**src/rtl/fsr_pkg.sv**
```systemverilog
`timescale 1ns/1ps
package fsr_pkg;

    localparam int unsigned FSR_AW = 20;
    localparam int unsigned FSR_DW = 16;

    typedef enum logic [1:0] {
        OP_PROG = 2'd0,
        OP_SECT = 2'd1,
        OP_BLK  = 2'd2,
        OP_CHIP = 2'd3
    } op_kind_e;

    typedef struct packed {
        op_kind_e              kind;
        logic [FSR_AW-1:0]     addr;
        logic [FSR_DW-1:0]     data;
    } op_req_t;

    // Bank number of a word address: 1 at or above the split point.
    function automatic logic bank_of(input logic [FSR_AW-1:0] a,
                                     input logic [FSR_AW-1:0] split);
        return a >= split;
    endfunction

    // Banks occupied by an operation, bit n set for bank n.
    function automatic logic [1:0] busy_banks(input op_req_t r,
                                              input logic [FSR_AW-1:0] split);
        if (r.kind == OP_CHIP)
            return 2'b11;
        return bank_of(r.addr, split) ? 2'b10 : 2'b01;
    endfunction

endpackage

```
**src/rtl/fsr_busy_timer.sv**
```systemverilog
`timescale 1ns/1ps
module fsr_busy_timer
    import fsr_pkg::*;
#(
    parameter int unsigned PROG_CYC  = 28,
    parameter int unsigned ERASE_CYC = 36,
    parameter int unsigned CHIP_CYC  = 140
) (
    input  logic     clk,
    input  logic     rst,
    input  logic     load,
    input  op_kind_e kind,
    output logic     busy,
    output logic     done
);
    localparam int unsigned MAX_PE = (PROG_CYC > ERASE_CYC) ? PROG_CYC : ERASE_CYC;
    localparam int unsigned MAXC   = (MAX_PE > CHIP_CYC) ? MAX_PE : CHIP_CYC;
    localparam int unsigned CW     = $clog2(MAXC + 1);

    logic [CW-1:0] cnt_q;
    logic [CW-1:0] len;

    always_comb begin
        unique case (kind)
            OP_PROG: len = CW'(PROG_CYC);
            OP_CHIP: len = CW'(CHIP_CYC);
            default: len = CW'(ERASE_CYC);
        endcase
    end

    always_ff @(posedge clk) begin
        if (rst)
            cnt_q <= '0;
        else if (load)
            cnt_q <= len;
        else if (cnt_q != '0)
            cnt_q <= cnt_q - CW'(1);
    end

    assign busy = (cnt_q != '0);
    assign done = (cnt_q == CW'(1));

endmodule

```
**src/rtl/fsr_array_model.sv**
```systemverilog
`timescale 1ns/1ps
module fsr_array_model
    import fsr_pkg::*;
#(
    parameter logic [FSR_AW-1:0] BANK_SPLIT = 20'h40000,
    parameter int unsigned       MODEL_LOWB = 4
) (
    input  logic              clk,
    input  logic              rst,
    input  logic              commit,
    input  op_req_t           op,
    input  logic [FSR_AW-1:0] rd_addr,
    output logic [FSR_DW-1:0] rd_word
);
    localparam int unsigned BANK_WORDS = 1 << MODEL_LOWB;
    localparam int unsigned WORDS      = 2 * BANK_WORDS;
    localparam int unsigned IW         = MODEL_LOWB + 1;

    logic [FSR_DW-1:0] mem [WORDS];

    function automatic logic [IW-1:0] word_idx(input logic [FSR_AW-1:0] a);
        return {bank_of(a, BANK_SPLIT), a[MODEL_LOWB-1:0]};
    endfunction

    logic [IW-1:0] wr_idx;
    logic          wr_bank;

    assign wr_idx  = word_idx(op.addr);
    assign wr_bank = bank_of(op.addr, BANK_SPLIT);

    always_ff @(posedge clk) begin
        if (rst) begin
            for (int w = 0; w < WORDS; w++)
                mem[w] <= '1;
        end else if (commit) begin
            for (int w = 0; w < WORDS; w++) begin
                unique case (op.kind)
                    OP_PROG: if (IW'(w) == wr_idx) mem[w] <= mem[w] & op.data;
                    OP_CHIP: mem[w] <= '1;
                    default: if ((w >= BANK_WORDS) == wr_bank) mem[w] <= '1;
                endcase
            end
        end
    end

    assign rd_word = mem[word_idx(rd_addr)];

endmodule

```
**src/rtl/fsr_status_unit.sv**
```systemverilog
`timescale 1ns/1ps
module fsr_status_unit
    import fsr_pkg::*;
#(
    parameter logic [FSR_AW-1:0] BANK_SPLIT = 20'h40000
) (
    input  logic              clk,
    input  logic              rst,
    input  logic              accept,
    input  logic              busy,
    input  op_req_t           act,
    input  logic              rd_en,
    input  logic [FSR_AW-1:0] rd_addr,
    input  logic [FSR_DW-1:0] array_word,
    output logic [FSR_DW-1:0] rd_data,
    output logic              hit_busy,
    output logic              tog
);
    logic              tog_q;
    logic [1:0]        banks;
    logic [FSR_DW-1:0] stat_word;

    assign banks    = busy_banks(act, BANK_SPLIT);
    assign hit_busy = busy && banks[bank_of(rd_addr, BANK_SPLIT)];

    always_ff @(posedge clk) begin
        if (rst || accept)
            tog_q <= 1'b0;
        else if (rd_en && hit_busy)
            tog_q <= ~tog_q;
    end

    always_comb begin
        stat_word    = '0;
        stat_word[6] = tog_q;
        stat_word[7] = (act.kind == OP_PROG) ? ~act.data[7] : 1'b0;
    end

    assign rd_data = hit_busy ? stat_word : array_word;
    assign tog     = tog_q;

endmodule

```
**src/rtl/flash_status_reporter.sv**
```systemverilog
`timescale 1ns/1ps
module flash_status_reporter
    import fsr_pkg::*;
#(
    parameter logic [FSR_AW-1:0] BANK_SPLIT = 20'h40000,
    parameter int unsigned       MODEL_LOWB = 4,
    parameter int unsigned       PROG_CYC   = 28,
    parameter int unsigned       ERASE_CYC  = 36,
    parameter int unsigned       CHIP_CYC   = 140
) (
    input  logic              clk,
    input  logic              rst,
    input  logic              start,
    input  logic [1:0]        op_kind,
    input  logic [FSR_AW-1:0] op_addr,
    input  logic [FSR_DW-1:0] op_data,
    input  logic              ce_n,
    input  logic              oe_n,
    input  logic [FSR_AW-1:0] rd_addr,
    output logic [FSR_DW-1:0] rd_data,
    output logic              dq_oe,
    output logic              rb_oe
);
    logic              busy;
    logic              done;
    logic              accept;
    logic              rd_en;
    logic              hit_busy;
    logic              tog;
    logic [FSR_DW-1:0] array_word;
    op_req_t           req;
    op_req_t           act;

    assign req    = '{kind: op_kind_e'(op_kind), addr: op_addr, data: op_data};
    assign accept = start && !busy;
    assign rd_en  = !ce_n && !oe_n;

    always_ff @(posedge clk) begin
        if (rst)
            act <= '0;
        else if (accept)
            act <= req;
    end

    fsr_busy_timer #(
        .PROG_CYC  (PROG_CYC),
        .ERASE_CYC (ERASE_CYC),
        .CHIP_CYC  (CHIP_CYC)
    ) u_timer (
        .clk  (clk),
        .rst  (rst),
        .load (accept),
        .kind (req.kind),
        .busy (busy),
        .done (done)
    );

    fsr_array_model #(
        .BANK_SPLIT (BANK_SPLIT),
        .MODEL_LOWB (MODEL_LOWB)
    ) u_array (
        .clk     (clk),
        .rst     (rst),
        .commit  (done),
        .op      (act),
        .rd_addr (rd_addr),
        .rd_word (array_word)
    );

    fsr_status_unit #(
        .BANK_SPLIT (BANK_SPLIT)
    ) u_status (
        .clk        (clk),
        .rst        (rst),
        .accept     (accept),
        .busy       (busy),
        .act        (act),
        .rd_en      (rd_en),
        .rd_addr    (rd_addr),
        .array_word (array_word),
        .rd_data    (rd_data),
        .hit_busy   (hit_busy),
        .tog        (tog)
    );

    assign dq_oe = rd_en;
    assign rb_oe = busy && !ce_n && !rst;

endmodule

```
**config.mk**
```make
export PLATFORM = sky130hd
export DESIGN_NAME = flash_status_reporter
export DESIGN_NICKNAME = d
export VERILOG_FILES = /design/src/rtl/fsr_pkg.sv /design/src/rtl/fsr_busy_timer.sv /design/src/rtl/fsr_array_model.sv /design/src/rtl/fsr_status_unit.sv /design/src/rtl/flash_status_reporter.sv
export SDC_FILE = /design/constraint.sdc
export NUM_CORES = 1
export LEC_CHECK = 0
export ABC_AREA = 1
export BUFFER_PORTS_ARGS = -buffer_cell sky130_fd_sc_hd__clkbuf_2
export CORE_MARGIN = 2
export CORE_UTILIZATION = 55
export CTS_BUF_LIST = sky130_fd_sc_hd__clkbuf_8 sky130_fd_sc_hd__clkbuf_16
export DETAILED_ROUTE_END_ITERATION = 8
export PLACE_DENSITY_LB_ADDON = 0.25
export SYNTH_ARGS = -nofsm -noshare
export SYNTH_HDL_FRONTEND = slang
export SYNTH_SLANG_ARGS = --single-unit
```
**constraint.sdc**
```tcl
create_clock -name clk -period 3.7 [get_ports clk]
set_clock_uncertainty 0.15 [all_clocks]
set_input_delay 0.74 -clock clk [delete_from_list [all_inputs] [get_ports clk]]
set_output_delay 0.74 -clock clk [all_outputs]
set_load 0.03 [all_outputs]
```
==> metrics, run 1 <==
status=finished, final reports clean; MaxCap Viol Count=0; number of synthesized flops with an enable pin=512; Critical-path top delay cell=dfxtp_1; initial antenna violation count=2; Synth Warn #=0; most frequent cells in the layout=798 x nand2_1, 512 x edfxtp_1, 380 x o21ai_0; adder-cell share of the synthesized area=0.325%; share of layout cells above drive strength 1=9.29%; Area Growth Syn to Fin=10.5%; Fmax=0.281 GHz; Max-slew headroom=13.6%; clk buf depth=3; Compound-Gate Fraction of Synth Area=13.2%; Port Buf Inserts=52; post-synthesis cell count=2959; XOR/XNOR Fraction of Synth Area=0.0325%; hold_ws=0.230 ns; Crit. End Element=output port; syn_nets=3029; slew at the pin with the worst max-slew slack=1.30 ns; Top FF cell, synth=edfxtp_1; Core Area=48600 um2; clock slew at reported path FFs=0.06 ns; Pwr Total=16.5 mW; Critical Path Start Type=flip-flop; # rows=81; WL/cell=22.1 um; Final Cycle Share=96.1%; hpwl dp=47900 um; Simple-Gate Fraction of Synth Area=19.4%; count of cell types in the netlist=31; Synth area leader=edfxtp_1; Area contributors post-synth=edfxtp_1 57%, nand2_1 11%, o21ai_0 7.7%; num ports=81; Worst Path Required=2.81 ns; register area share after synthesis=59.6%; mux share of post-synthesis cell area=0%; cell with the most instances on the worst path=nand2_1; first-pass GRT wire length=120000 um; Power Density=555 nW/um2; total number of vias=21.8k; fin util=61.1%; clock tree sinks=545; total global routing overflow=0; DRC viols=0; most common cell after layout, fill and taps aside=nand2_1; Hold-fix buffers, CTS=0; DRT Pass-1 Iters=8; Setup TNS Final=0 ns; worst-skew pair later-pin latency=0.62 ns; CTS Buf Count=56; # H-tree levels=2; # nets final=3009; Post-Route WL=79700 um; clk root buf=clkbuf_16; DIE AREA=50700 um2; die height=225 um; die width=225 um; crit-path max FO=17; crit path kind=reg2out; Setup Viol. Count Final=0; crit path cell chain=inv_1 -> ha_1 -> nand2_1 -> nor2_2 -> inv_1 -> nand2_1 -> buf_4 -> nand2_1 -> nor2_1 -> clkbuf_2; CP max stage delay=0.34 ns; CTS tree=yes; largest family of logic cells by synthesized area=simple AND/OR/NAND/NOR gates; Slew Viols, Final=0; post-route ant nets=0; Post-synth ARST share=0%; Vias/cell=6.04; post-synth top area share=57.1%; type of the worst min-delay path=in2reg; synthesized area=26900 um2; DR iter-0 viols=3434; WP data arrival=2.67 ns; min Tclk post-route=3.56 ns; synthesized flop and latch total=545; Syn Area/Cell=9.10 um2; Filler Cell Count=4110; vias in the first global route=20.4k; GRT Total Usage=31.5%; Initial Utilization=55.3%; final hold vios=0; Leakage=10.7 nW; Max rail drop VDD=0.486 mV; routability congestion estimate=0.904; largest net degree at the start of global routing=108
==> cell usage after synthesis (3+ instances only) <==
| library cell | number |
|---|---|
| edfxtp_1 | 512 |
| ha_1 | 7 |
| buf_1 | 19 |
| a21oi_1 | 119 |
| nand3_1 | 221 |
| clkbuf_1 | 158 |
| nand2_1 | 798 |
| o211ai_1 | 86 |
| buf_2 | 28 |
| o21ai_2 | 24 |
| o21ai_0 | 412 |
| clkinv_1 | 3 |
| nor3_1 | 4 |
| nor3_4 | 14 |
| buf_6 | 10 |
| inv_1 | 280 |
| dfxtp_1 | 33 |
| nor2_1 | 213 |
==> flip-flops by register name, summed over array words and instances (netlist names) <==
name / cells
u_timer.cnt_q: 8
u_array.mem: 512
act: 24
u_status.tog: 1
==> what timing repair did <==
action                     CTS  global route
resized for setup            0             2
setup endpoints to repair    0             7
buffers inserted             0             0
==> path summary, 6_finish.rpt <==
kind,startpoint,to,slack (ns),cells past startpoint
setup / recovery,u_timer.cnt_q[0]$_SDFFE_PP0P_,rd_data[9],0.14,10
hold / removal,op_addr[18],act[34]$_SDFFE_PP0P_,0.23,3
setup reg to reg,u_timer.cnt_q[1]$_SDFFE_PP0P_,u_array.mem[21][11]$_SDFFCE_PP1P_,0.86,7
hold reg to reg,act[37]$_SDFFE_PP0P_,act[37]$_SDFFE_PP0P_,0.33,2
==> layout make-up <==
| class | count | area [um2] | area share [%] |
|---|---|---|---|
| clock inverters | 40 | 200 | 0.673 |
| multi-input cells | 1912 | 8940 | 30.1 |
| well taps | 622 | 778 | 2.62 |
| repair buffers | 139 | 1240 | 4.16 |
| clock buffers | 60 | 1470 | 4.93 |
| flip-flops and latches | 545 | 16000 | 53.9 |
| diodes | 1 | 2.50 | 0.00841 |
| inverters | 285 | 1070 | 3.61 |
==> through the flow <==
step,setup WS [ns],instances,cell area (um2)
2_1_floorplan,0.482,2959,26900
3_3_place_gp,0.252,3503,28100
3_5_place_dp,0.246,3503,28100
4_1_cts,0.149,3603,29700
5_1_grt,-0.00753,3603,29700
6_report,0.143,3604,29700
==> power by group <==
group          internal (mW)  switching (mW)  leakage (nW)
clock network           2.89            2.39         0.875
registers               7.26           0.318          4.41
logic                  0.843            2.80          5.45
total                   11.0            5.50          10.7
==> critical path, delay by kind of cell, from the launching register on <==
family,cells,cell delay [ns]
simple gates,5,0.78
buf+inv,4,0.76
flops,1,0.34
fa+ha+maj,1,0.16
==> routing by layer <==
metal,vias to the layer above,track usage [%],part of all wire (%)
li1,9941,-,-
met2,1337,47.3,44
met1,10300,44.6,40
met3,185,5.96,11
met4,0,14.3,4.4
met5,-,0,0
==> cell families (layout without fill, tap and decap cells) <==
family | count (synthesis) | in the layout
simple gates | 1258 | 1258
flops | 545 | 545
buf+inv | 502 | 524
other cells | 0 | 1
compound gates | 646 | 646
fa+ha+maj | 7 | 7
xor+xnor | 1 | 1
(Power assumes the default switching activity.)
==> run 2, diff against run 1 <==
--- a/config.mk
+++ b/config.mk
@@ -10,8 +10,10 @@
 export CORE_MARGIN = 2
 export CORE_UTILIZATION = 55
 export CTS_BUF_LIST = sky130_fd_sc_hd__clkbuf_8 sky130_fd_sc_hd__clkbuf_16
+export CTS_CLUSTER_DIAMETER = 50
 export DETAILED_ROUTE_END_ITERATION = 8
 export PLACE_DENSITY_LB_ADDON = 0.25
 export SYNTH_ARGS = -nofsm -noshare
 export SYNTH_HDL_FRONTEND = slang
+export SYNTH_HIERARCHICAL = 1
 export SYNTH_SLANG_ARGS = --single-unit
==> metrics, run 2 <==
routability congestion estimate=0.977 (+8.1%); CTS tree=yes; crit path kind=in2out; Fmax=0.279 GHz (-0.82%); share of layout cells above drive strength 1=10.1% (+0.85 points); num ports=81 (unchanged); max FFs per register=512 (unchanged); Worst Path Required=2.81 ns (about the same); DRT Pass-1 Iters=6 (-2); Area Growth Syn to Fin=10.4% (about the same); Port Buf Inserts=52 (unchanged); # nets final=3330 (+11%); worst-skew pair later-pin latency=0.62 ns (about the same); Filler Cell Count=4301 (+4.6%); GRT Total Usage=29.0% (-2.5 points); synthesized area=27600 um2 (+2.4%); hold path startpoint=op_data[12]; first-pass GRT wire length=119000 um (-0.67%); Reg-to-Reg Start=u_timer/cnt_q[5]$_SDFFE_PP0P_; WP data arrival=2.70 ns (+0.03 ns); post-route ant nets=0 (unchanged); slew at the pin with the worst max-slew slack=1.14 ns (-0.156 ns); Power Density=579 nW/um2 (+4.4%); crit-path max FO=24 (+7); WL/cell=19.0 um (-14%); Synth Warn #=6 (+6); total global routing overflow=0 (unchanged); CTS Buf Count=57 (+1.8%); Top Registers=u_array/mem x512, act x24, u_timer/cnt_q x8; Syn Area/Cell=8.40 um2 (-7.7%); RSZ-0062 raised after global routing=false; Core Area=49900 um2 (+2.5%); Hold-fix buffers, CTS=0 (unchanged); largest net degree at the start of global routing=113 (+4.6%); most frequent cells in the layout=1827 x nand2_1, 512 x edfxtp_1, 413 x nand3_1; DR iter-0 viols=2671 (-22%); Critical Path Start Type=input pin; MaxCap Viol Count=0 (unchanged); # rows=82 (+1.2%); Setup TNS Final=0 ns (unchanged); clk buf depth=3 (unchanged); Worst Hold Depth=5 (+2); DRC viols=0 (unchanged); status=finished, final reports clean; Final Cycle Share=96.9% (+0.80 points); Most flops, register=u_array/mem; clk root buf=clkbuf_16; most common cell after layout, fill and taps aside=nand2_1; Leakage=11.6 nW (+8.1%); min Tclk post-route=3.59 ns (+0.0295 ns); Max rail drop VDD=0.560 mV (+15%); clock tree sinks=545 (unchanged); FF-to-FF path depth=8 (+1); total number of vias=22.5k (+3.3%); vias in the first global route=21.7k (+6.6%); Max-slew headroom=23.9% (+10 points); DIE AREA=51900 um2 (+2.4%); crit path cell chain=clkbuf_8 -> inv_8 -> buf_12 -> nand2_1 -> nand3_1 -> nand3_1 -> nand2_1 -> nand2_1 -> nand2_1 -> nand2_1 -> nand2_1 -> nand2_1 -> nand2_1 -> clkbuf_2; hpwl dp=46400 um (-3.0%); initial antenna violation count=0 (-2); Critical-path top delay cell=nand2_1; die height=228 um (+1.2%); Post-Route WL=75600 um (-5.0%); final hold vios=0 (unchanged); die width=228 um (+1.2%); # H-tree levels=2 (unchanged); Setup Viol. Count Final=0 (unchanged); CP max stage delay=0.25 ns (-0.09 ns); Crit. End Element=output port; Initial Utilization=55.3% (about the same); Diodes inserted=0 (-1); Slew Viols, Final=0 (unchanged); worst setup path startpoint=rd_addr[0]; cell with the most instances on the worst path=nand2_1; syn_nets=3353 (+11%); clock slew at reported path FFs=0.06 ns (about the same); post-synthesis cell count=3283 (+11%); Vias/cell=5.65 (-6.4%); hold_ws=0.274 ns (+0.0444 ns); CTS resizes=0 (unchanged); type of the worst min-delay path=in2reg
## run 2: worst paths after layout
kind / slack, ns / to
max: 0.11 / rd_data[6]
min: 0.27 / act[12]$_SDFFE_PP0P_
max reg2reg: 0.69 / u_array/mem[15][15]$_SDFFCE_PP1P_
min reg2reg: 0.32 / u_timer/cnt_q[6]$_SDFFE_PP0P_
## run 2: cell type report
class	instances	area [um2]	share of cell area, %
multi-input combinational	2445	10200	33.5
clock buffer	63	1580	5.18
inverter	73	289	0.949
timing repair buffer	138	1150	3.79
tap	672	841	2.76
sequential	545	16000	52.6
clock inverter	40	354	1.16
## run 2: routing by layer
metal  up-vias  track usage [%]  share of wire (%)
li1      10600                -                  -
met1     10500             39.4                 40
met2      1169             46.0                 46
met3       211             4.73                9.6
met4         0             13.2                4.5
met5         -                0                  0
## run 2: power breakdown
group | total, mW | leakage [nW] | internal [mW] | switching [mW]
combinational | 4.11 | 6.20 | 1.11 | 3.00
clock | 5.89 | 0.992 | 3.47 | 2.42
sequential | 7.65 | 4.41 | 7.34 | 0.309
## run 2: what timing repair did
| action | CTS | global route |
|---|---|---|
| endpoints found under the setup margin | 0 | 1 |
| endpoints found under the hold margin | 0 | 0 |
| buffers inserted | 0 | 4 |
## run 2: critical path, delay by kind of cell
kind,cells,cell delay (ns)
buffers and inverters,4,0.80
AND/OR/NAND/NOR,10,1.11
## run 2: metrics by stage
stage | cell area, um2 | total power [mW] | worst slack (ns) | instances | util (%)
final | 30500 | 17.6 | 0.113 | 3976 | 61.1
after global routing | 30500 | 18.5 | 0.0356 | 3976 | 61.1
after CTS | 30400 | 17.6 | 0.0425 | 3972 | 61.0
after detailed placement | 28500 | 11.7 | 0.159 | 3869 | 57.2
after global placement | 28500 | 11.6 | 0.138 | 3869 | 57.2
after floorplan | 27600 | 10.5 | 0.603 | 3283 | -
